## config.mk

```make
export PLATFORM = sky130hd
export DESIGN_NAME = bus_resolver
export DESIGN_NICKNAME = d
export VERILOG_FILES = /design/src/rtl/bus_res_pkg.sv /design/src/rtl/bres_gate.sv /design/src/rtl/bres_lane.sv /design/src/rtl/bres_flags.sv /design/src/rtl/bus_resolver.sv
export SDC_FILE = /design/constraint.sdc
export NUM_CORES = 1
export LEC_CHECK = 0
export BUFFER_PORTS_ARGS = -buffer_cell sky130_fd_sc_hd__buf_4
export CORE_AREA = 3 3 82 65
export CTS_BUF_LIST = sky130_fd_sc_hd__clkbuf_8
export DETAILED_ROUTE_END_ITERATION = 7
export DIE_AREA = 0 0 85 68
export PLACE_DENSITY = 0.81
export SYNTH_ARGS = -nofsm -noshare
export SYNTH_HDL_FRONTEND = slang
export SYNTH_SLANG_ARGS = --single-unit
export TNS_END_PERCENT = 5
```

## constraint.sdc

```tcl
create_clock -name clk -period 3.8 [get_ports clk]
set_clock_uncertainty 0.05 [all_clocks]
set_input_delay 0.76 -clock clk [delete_from_list [all_inputs] [get_ports clk]]
set_output_delay 0.76 -clock clk [all_outputs]
set_load 0.02 [all_outputs]
```

## src/rtl/bus_res_pkg.sv

```systemverilog
package bus_res_pkg;
  typedef logic [1:0] lane_t;

  localparam lane_t LANE_0 = 2'b00;
  localparam lane_t LANE_1 = 2'b01;
  localparam lane_t LANE_Z = 2'b10;
  localparam lane_t LANE_X = 2'b11;

  // wired-bus merge of two contributions; associative and commutative
  function automatic lane_t lane_merge(input lane_t a, input lane_t b);
    lane_t r;
    if (a == LANE_X || b == LANE_X) r = LANE_X;
    else if (a == LANE_Z)           r = b;
    else if (b == LANE_Z)           r = a;
    else if (a != b)                r = LANE_X;
    else                            r = a;
    return r;
  endfunction
endpackage

```

## src/rtl/bres_gate.sv

```systemverilog
module bres_gate #(
  parameter int W = 8
) (
  input  logic           en,
  input  logic [2*W-1:0] val,
  output logic [2*W-1:0] contrib
);
  import bus_res_pkg::*;

  // an idle source floats every bit
  always_comb begin
    for (int b = 0; b < W; b++) begin
      contrib[2*b +: 2] = en ? val[2*b +: 2] : LANE_Z;
    end
  end
endmodule

```

## src/rtl/bres_lane.sv

```systemverilog
module bres_lane #(
  parameter int N = 4
) (
  input  logic [2*N-1:0] col,
  output logic [1:0]     res
);
  import bus_res_pkg::*;

  always_comb begin
    lane_t acc;
    acc = LANE_Z;
    for (int d = 0; d < N; d++) begin
      acc = lane_merge(acc, col[2*d +: 2]);
    end
    res = acc;
  end
endmodule

```

## src/rtl/bres_flags.sv

```systemverilog
module bres_flags #(
  parameter int N = 4
) (
  input  logic [N-1:0] en,
  output logic         multi,
  output logic         none
);
  // clearing the lowest set bit leaves something only when two or more are set
  assign multi = |(en & (en - N'(1)));
  assign none  = ~|en;
endmodule

```

## src/rtl/bus_resolver.sv

```systemverilog
module bus_resolver #(
  parameter int N       = 4,
  parameter int W       = 8,
  parameter bit REG_OUT = 1'b1
) (
  input  logic               clk,
  input  logic               rst,
  input  logic [N-1:0]       drv_en,
  input  logic [N*2*W-1:0]   drv_val,
  output logic [2*W-1:0]     res_comb,
  output logic               contention,
  output logic               idle,
  output logic [N-1:0]       active_mask,
  output logic [2*W-1:0]     res_q,
  output logic               contention_q,
  output logic               idle_q
);
  import bus_res_pkg::*;

  localparam int LW = 2 * W;
  localparam int CW = 2 * N;

  logic [N*LW-1:0] contrib;
  logic [CW-1:0]   col [W];

  for (genvar d = 0; d < N; d++) begin : g_src
    bres_gate #(.W(W)) gate_i (
      .en      (drv_en[d]),
      .val     (drv_val[d*LW +: LW]),
      .contrib (contrib[d*LW +: LW])
    );
  end

  // regroup source-major words into bit-major columns
  always_comb begin
    for (int b = 0; b < W; b++) begin
      for (int d = 0; d < N; d++) begin
        col[b][2*d +: 2] = contrib[d*LW + 2*b +: 2];
      end
    end
  end

  for (genvar b = 0; b < W; b++) begin : g_bit
    bres_lane #(.N(N)) lane_i (
      .col (col[b]),
      .res (res_comb[2*b +: 2])
    );
  end

  bres_flags #(.N(N)) flags_i (
    .en    (drv_en),
    .multi (contention),
    .none  (idle)
  );

  assign active_mask = drv_en;

  if (REG_OUT) begin : g_reg
    always_ff @(posedge clk) begin
      if (rst) begin
        res_q        <= {W{LANE_Z}};
        contention_q <= 1'b0;
        idle_q       <= 1'b1;
      end else begin
        res_q        <= res_comb;
        contention_q <= contention;
        idle_q       <= idle;
      end
    end
  end else begin : g_pass
    assign res_q        = res_comb;
    assign contention_q = contention;
    assign idle_q       = idle;
  end
endmodule

```

==> impl_metrics.toml, run 1 <==
[power_and_ir_drop]
ir_drop_mv = 0.1350
power.density_nw_per_um2 = 247.1
leakage_nw = 1.351

[cells_and_area]
final_net_count = 474
nFillCells = 388
final_area_um2 = 2973
drive_above_1_share_pct = 33.75
diodes = 0
syn2layout_area_growth_pct = 39.19

[sta]
max-slew-margin-rel_pct = 73.86
finalSetupViolations = 0
hold_violations = 0
finalCritPeriodShare_pct = 94.15
grt_setup_unrepaired = "no"
fmax_mhz = 279.5
tightest_slew_ns = 0.3878
fin_crit_ns = 3.578
final_max_slew_viol_count = 0
fin_tns_setup_ns = 0

[synth]
yosysUniqueCellTypes = 58
yosys_warnings = 0
yosysSeqAreaShare_pct = 16.87
synthFlopType = "dfxtp_1"
synth_common_cells = "33 x nand2_1, 31 x a21oi_1, 22 x nor2_1"
synth_edf_count = 0
synth_top_area_share_pct = 16.87
synth.net_count = 376
syn-cell-area_um2 = 2136
syn-mean-instance-area_um2 = 6.980
ys_ff_latch = 18
synthTopCellsByArea = "dfxtp_1 17%, a21oi_1 7.3%, nor2b_1 5.9%, nand2_1 5.8%, o21ai_0 4.7%"
yosys.area.top_type = "dfxtp_1"
synth_most_common_cell = "nand2_1"
async_flop_share_pct = 0
syn_inst = 306

[routing]
top_layer = "met4"
avgRoutedWirePerCell_um = 13.53
vias = 2512
wl_mm = 6.223
drtAntennaViolNets = 0
drc = 0
wl_met3_um = 563
wl_met2_mm = 2.866
drt-met1-wl_mm = 2.773
drtIter0Drc = 153
drt_pass1_iterations = 4
vias_per_cell = 5.461

[floorplanning]
die-area_um2 = 5780
boundaryPins = 110
die_h_um = 68
core_um2 = 4493
start_util_pct = 47.54
core.rowCount = 21
die_w_um = 85

[clock_network]
cts_buffers = 3
cts_hold_buf = 0
cts_setup_buffers = 0
clkTransAtPathRegs_ns = 0.08
cts_resized = 0
cts_tree = "yes"
clockBufferDepth = 2
cts-root-buf = "clkbuf_8"
cts_sinks = 18
h-tree-depth = 1

[job]
maxCapViolCount = 0

[global_route]
grt_max_degree = 32
grt_pass1_wl_mm = 9.956
gr-total-overflow = 0
first_global_vias = 2292
antenna_found_initial = 0
grt_use_total_pct = 20.69

[placed_design]
placed_area_um2 = 2918
gp_congestion = 0.8285
portBuffers = 109
dpl.hpwl_mm = 4.948

[worst_setup_path]
critPathKind = "input port to output pin"
crit_path_start_kind = "input port"
crit_arrival_ns = 2.77
cp.required_ns = 2.99
crit_path_end_kind = "output pin"
cp_max_fo = 30

[min_path]
hp-class = "input port to flip-flop"

[run_status]
status = "complete, no violations"
==> registers in the layout (all words and copies together) (netlist names) <==
register,cells
idle_q,1
res_q,16
contention_q,1
==> cell type report <==
type                    count  area (µm²)  share of cell area [%]
inverters                  15       56.30                   1.894
repair buffers            110       825.8                   27.78
flip-flops and latches     18       360.3                   12.12
multi-input cells         256        1604                   53.96
clock buffers               4       55.05                   1.852
well taps                  57       71.32                   2.399
==> logic make-up after synthesis <==
kind of cell,synth area share [%]
fa+ha+maj,0.4687
compound gates,33.80
flops,16.87
mux,4.393
simple gates,36.44
buf+inv,8.026
==> final timing paths <==
path | endpoint | startpoint | cells after the start
min | res_q[2]$_SDFF_PP0_ | drv_val[50] | 3
max | res_comb[1] | drv_en[1] | 8
==> worst max-delay path, stage by stage <==
cell and delay [ns]:
buf_4 0.27, o21ai_0 0.15, and3_1 0.22, or4_1 0.52, a31oi_1 0.21, mux2_2 0.36
nor2_1 0.11, buf_4 0.16
==> through the flow <==
step | util (%) | instances | power [mW] | worst slack, ns | hold WS (ns)
after detailed placement | 64.94 | 456 | 0.5748 | 0.2409 | 1.011
after global placement | 64.94 | 456 | 0.5694 | 0.3009 | 1.010
after floorplan | - | 306 | 0.4232 | 0.4172 | 0.8730
after global routing | 66.17 | 460 | 0.7807 | 0.02054 | 0.7426
final | 66.17 | 460 | 0.7347 | 0.2221 | 0.7428
after CTS | 66.17 | 460 | 0.7361 | 0.2337 | 0.7396
==> report_power, final <==
part	internal, mW	switching, mW	leakage, nW
Combinational	0.170	0.192	1.17
Sequential	0.205	0.00415	0.150
Clock	0.0921	0.0716	0.0288
==> routing by layer <==
layer  GRT usage (%)  up-vias
met5               0        -
met4           3.360        0
met3           3.008        2
met2           37.98      102
met1           26.32     1100
li1                -     1308
==> layout by cell type (no fill, tap or decap), types with 2 or more instances in the layout <==
cell type / count
nor2_1: 22
a31oi_1: 11
mux2_2: 3
o21bai_1: 6
dfxtp_1: 18
clkbuf_8: 4
nor4_1: 3
buf_4: 110
nand3_1: 7
a21boi_0: 7
inv_1: 14
mux2_1: 4
o21a_1: 3
nor3_1: 4
or4_4: 3
and2_1: 6
a21oi_1: 31
and3_1: 6
nand2_1: 33
or2_2: 2
nand2b_1: 11
or4_1: 3
a31oi_2: 2
nand4b_1: 2
o211ai_1: 7
a22o_1: 8
o21ai_0: 20
o21ai_1: 6
nor2b_1: 20
Note: power is estimated with default switching activity, not from simulation.
==> run 2, diff against run 1 <==
--- a/config.mk
+++ b/config.mk
@@ -5,12 +5,13 @@
 export SDC_FILE = /design/constraint.sdc
 export NUM_CORES = 1
 export LEC_CHECK = 0
+export ABC_AREA = 1
 export BUFFER_PORTS_ARGS = -buffer_cell sky130_fd_sc_hd__buf_4
-export CORE_AREA = 3 3 82 65
+export CORE_AREA = 3 3 84 66
 export CTS_BUF_LIST = sky130_fd_sc_hd__clkbuf_8
 export DETAILED_ROUTE_END_ITERATION = 7
-export DIE_AREA = 0 0 85 68
-export PLACE_DENSITY = 0.81
+export DIE_AREA = 0 0 87 69
+export PLACE_DENSITY = 0.82
 export SYNTH_ARGS = -nofsm -noshare
 export SYNTH_HDL_FRONTEND = slang
 export SYNTH_SLANG_ARGS = --single-unit
==> run 2 against run 1 <==
Effect of this change:
- clock-buffer cell count is 1 lower
- critical path depth is 3 higher
- sequential power hardly changed
- synthesized cell count is 46% higher
- critical endpoint is now res_comb[15]
- wire length is 7.3% higher
==> impl_metrics.toml, run 2 <==
[run_status]
status = "complete, no violations"

[sta]
fin_tns_setup_ns = 0
finalSetupViolations = 0
final_max_slew_viol_count = 0
hold_violations = 0
grt_setup_unrepaired = "no"
final.setup.worst_slack_ns = 0.7432
fmax_mhz = 327.1
tightest_slew_ns = 0.6441
finalCritPeriodShare_pct = 80.44
fin_crit_ns = 3.057
max-slew-margin-rel_pct = 57.01

[global_route]
grt-busiest-layer = "met2"
grt_use_met2_pct = 38.33
grt_pass1_wl_mm = 11.18
met3_usage_pct = 5.615
first_global_vias = 2655
grt_use_total_pct = 22.33
antenna_found_initial = 0
grt_max_degree = 18
grtUsageMet1_pct = 28.39
gr-total-overflow = 0

[cells_and_area]
syn2layout_area_growth_pct = 36.38
layout_common_cells = "170 x nand2_1, 109 x buf_4, 86 x inv_1"
final_net_count = 622
drive_above_1_share_pct = 30.00
top_regs = "res_q x16, contention_q x1, idle_q x1"
top_register = "res_q"
largest_register_ffs = 16
final_common_cell = "nand2_1"
diodes = 0

[clock_network]
clockBufferDepth = 2
cts-root-buf = "clkbuf_8"
cts_resized = 0
cts_sinks = 18
clkTransAtPathRegs_ns = 0.07
cts_buffers = 3
h-tree-depth = 1
cts_tree = "yes"
cts_setup_buffers = 0
cts_hold_buf = 0

[synth]
ys_ff_latch = 18
async_flop_share_pct = 0
synth_top_area_share_pct = 27.45
syn-mean-instance-area_um2 = 5.189
syn-cell-area_um2 = 2325
syn_inst = 448
yosys.area.top_type = "nand2_1"
synthFlopType = "dfxtp_1"
yosys_warnings = 0
synth.net_count = 518
yosysSeqAreaShare_pct = 15.50
synth_most_common_cell = "nand2_1"
synthTopCellsByArea = "nand2_1 27%, dfxtp_1 16%, inv_1 14%, nand3_1 10%, nor2_1 6.3%"
synth_common_cells = "170 x nand2_1, 86 x inv_1, 47 x nand3_1"
synth_edf_count = 0
yosysUniqueCellTypes = 25

[floorplanning]
core.rowCount = 22
die_h_um = 69
start_util_pct = 48.26
die-area_um2 = 6003
boundaryPins = 110
core_um2 = 4817
die_w_um = 87

[routing]
drtIter0Drc = 139
vias_per_cell = 4.736
drtAntennaViolNets = 0
drt_pass1_iterations = 5
wl_mm = 6.678
vias = 2889
drc = 0
avgRoutedWirePerCell_um = 10.95

[power_and_ir_drop]
leakage_nw = 2.034
power.density_nw_per_um2 = 237.8
ir_drop_mv = 0.1557

[placed_design]
gp_congestion = 0.8533
dpl.hpwl_mm = 5.445
dp_slack_ns = 0.7625
portBuffers = 109

[job]
maxCapViolCount = 0

[worst_setup_path]
cp.required_ns = 2.99
crit_path_start_kind = "input port"
crit_path_end_kind = "output pin"
cp_max_fo = 11
critPathKind = "input port to output pin"
crit_arrival_ns = 2.25

[min_path]
hp-class = "input port to flip-flop"
-- run 2: cell count changes after synthesis, sizes merged, moves of 11 or more --
cell / before / now
a21oi: 31 / 10
a31oi: 13 / 0
inv: 15 / 91
nand2: 34 / 189
nand2b: 11 / 0
nand3: 8 / 50
nor2: 22 / 55
nor2b: 20 / 0
o21ai: 27 / 6
-- run 2: logic make-up after synthesis --
family | after synthesis | share of synthesized area, %
AND/OR/NAND/NOR | 302 | 58.67
buffers and inverters | 108 | 19.64
AO/OA/AOI/OAI | 20 | 6.189
flip-flops | 18 | 15.50
-- run 2: final timing paths --
path	from	to	slack, ns	cells after the start
worst max-delay path	drv_en[2]	res_comb[15]	0.74	11
worst min-delay path	rst	contention_q$_SDFF_PP0_	0.62	2
-- run 2: critical path, cell delays in order --
cell,delay [ns]
buf_4,0.18
clkinv_1,0.39
nor2_1,0.20
inv_1,0.09
nor2_2,0.13
inv_1,0.05
nand3_1,0.10
nand2_1,0.07
nand2_2,0.07
nand2_1,0.05
buf_4,0.15
-- run 2: report_power, final --
group	switching (mW)	internal, mW
Sequential	0.00480	0.206
Clock	0.0703	0.0706
Combinational	0.235	0.167
-- run 2: area by class of cell --
| cell class | instances | area [µm²] |
|---|---|---|
| flip-flops and latches | 18 | 360.3 |
| well taps | 60 | 75.07 |
| inverters | 98 | 367.9 |
| fillers | 460 | 1647 |
| multi-input cells | 322 | 1508 |
| clock buffers | 3 | 41.29 |
| repair buffers | 109 | 818.3 |
-- run 2: metrics by stage --
stage	hold slack [ns]	total power, mW	cell area, µm²	instances	util [%]
finish	0.6215	0.7540	3171	610	65.82
global route	0.6202	0.8107	3171	610	65.82
CTS	0.6215	0.7575	3171	610	65.82
detailed placement	0.8957	0.6178	3129	607	64.96
global placement	0.8907	0.6097	3129	607	64.96
floorplan	0.7824	0.4646	2325	448	-
-- run 2: routing by layer --
layer / part of all wire (%) / routed length [µm]
met1: 42 / 2834
met2: 46 / 3099
met3: 11 / 707
met4: 0.54 / 36
met5: 0 / 0
==> run 3, diff against run 2 <==
==> constraint.sdc (replaced) <==
create_clock -name clk -period 2.94 [get_ports clk]
set_clock_uncertainty 0.05 [all_clocks]
set_input_delay 0.588 -clock clk [delete_from_list [all_inputs] [get_ports clk]]
set_output_delay 0.588 -clock clk [all_outputs]
set_load 0.02 [all_outputs]
==> run 3 against run 2 <==
Effect of this change:
- combinational power increased by 31%
- final area up 0.67%
- sequential share of layout area shrank 0.076 points
- final cell count up 0.33%
- worst hold slack got worse by 0.18 ns
- utilization is 0.44 points higher
- wire length increased by 5.3%
- via count increased by 2.0%
- sequential cell count stayed put
- clock power up 57%
- die area stayed put
- largest cell class unchanged
- highest routed layer unchanged
==> impl_metrics.toml, run 3 (synthesis gave the netlist of run 2 again) <==
[run_status]
status = "complete, no violations"

[worst_setup_path]
cp.required_ns = 2.30
cp_slowest_stage_delay_ns = 0.31
crit_chain = "buf_4 -> inv_2 -> nor2_2 -> inv_2 -> nand3_1 -> nand2_1 -> nor2_2 -> inv_1 -> nand3_1 -> nand2_1 -> nand2_1 -> nand2_1 -> buf_4"
crit_family = "simple AND/OR/NAND/NOR gates"
crit_slowest_cell = "buf_4"
crit_start = "drv_en[0]"
crit_path_end_kind = "output pin"
crit_arrival_ns = 2.04
critPathKind = "input port to output pin"
cp.buffers_inverters = 5
cp_max_fo = 17
crit_path_start_kind = "input port"
path_common_cell = "nand2_1"

[min_path]
hp-class = "input port to flip-flop"
hold_start = "rst"

[floorplanning]
boundaryPins = 110
core.rowCount = 22
die-area_um2 = 6003
die_w_um = 87
core_um2 = 4817
start_util_pct = 48.26
die_h_um = 69

[clock_network]
clockBufferDepth = 2
cts_resized = 0
cts_tree = "yes"
h-tree-depth = 1
cts_sinks = 18
cts_buffers = 3
cts-root-buf = "clkbuf_8"
cts_setup_buffers = 0
cts_hold_buf = 0
clkTransAtPathRegs_ns = 0.08

[global_route]
first_global_vias = 2726
grt_use_total_pct = 23.20
grt_use_met2_pct = 39.09
grt-busiest-layer = "met2"
antenna_found_initial = 0
grt_pass1_wl_mm = 11.33
grt_max_degree = 18
grtUsageMet1_pct = 27.86
gr-total-overflow = 0
met3_usage_pct = 6.810

[cells_and_area]
layoutNonFillerInstCount = 612
syn2layout_area_growth_pct = 37.30
seq_area_um2 = 360.3
diodes = 0
layout_common_cells = "170 x nand2_1, 110 x buf_4, 86 x inv_1"
drive_above_1_share_pct = 30.25
final_common_cell = "nand2_1"
multi_input_area_um2 = 1508
nFillCells = 468
top_register = "res_q"
largest_register_ffs = 16
top_regs = "res_q x16, contention_q x1, idle_q x1"
final_net_count = 623

[job]
maxCapViolCount = 0

[sta]
hold_violations = 0
final.setup.worst_slack_ns = 0.2668
fin_tns_setup_ns = 0
fmax_mhz = 374.1
grt_setup_unrepaired = "no"
tightest_slew_ns = 0.6677
finalCritPeriodShare_pct = 90.93
finalSetupViolations = 0
max-slew-margin-rel_pct = 55.44
fin_crit_ns = 2.673
final_max_slew_viol_count = 0
hold-worst-slack_ns = 0.4379

[power_and_ir_drop]
ir_drop_mv = 0.1794
leakage_nw = 2.046
power.density_nw_per_um2 = 319.4

[placed_design]
dp_slack_ns = 0.2860
dp.cells = 608
gp_congestion = 0.8395
dpl.hpwl_mm = 5.615
portBuffers = 109

[routing]
drtAntennaViolNets = 0
drc = 0
avgRoutedWirePerCell_um = 11.49
vias = 2946
wl_mm = 7.031
drtIter0Drc = 150
vias_per_cell = 4.814
drt_pass1_iterations = 4
## run 3: final timing paths
kind                                 endpoint  slack, ns  depth (start not counted)
worst min-delay path  contention_q$_SDFF_PP0_       0.44                          2
worst max-delay path              res_comb[5]       0.27                         13
## run 3: cell type report
cell class	count	share of cell area (%)
clock buffers	4	1.725
inverters	98	11.52
multi-input cells	322	47.24
flip-flops and latches	18	11.29
well taps	60	2.352
repair buffers	110	25.87
## run 3: report_power, final
group          internal (mW)  switching [mW]  total (mW)
clock                  0.120           0.102       0.221
combinational          0.216           0.310       0.526
sequential             0.266         0.00588       0.272
## run 3: per-layer routing
layer,part of all wire (%),up-vias
met1,42,1292
met2,48,101
met3,9.4,10
li1,-,1543
met4,1.2,0
met5,0,-
## run 3: per-stage QoR
step                      util (%)  power [mW]  instance area [µm²]
after floorplan                  -      0.6005                 2325
after global placement       65.12      0.7891                 3137
after detailed placement     65.12      0.8022                 3137
after CTS                    66.26       1.025                 3192
after global routing         66.26       1.089                 3192
final                        66.26       1.020                 3192
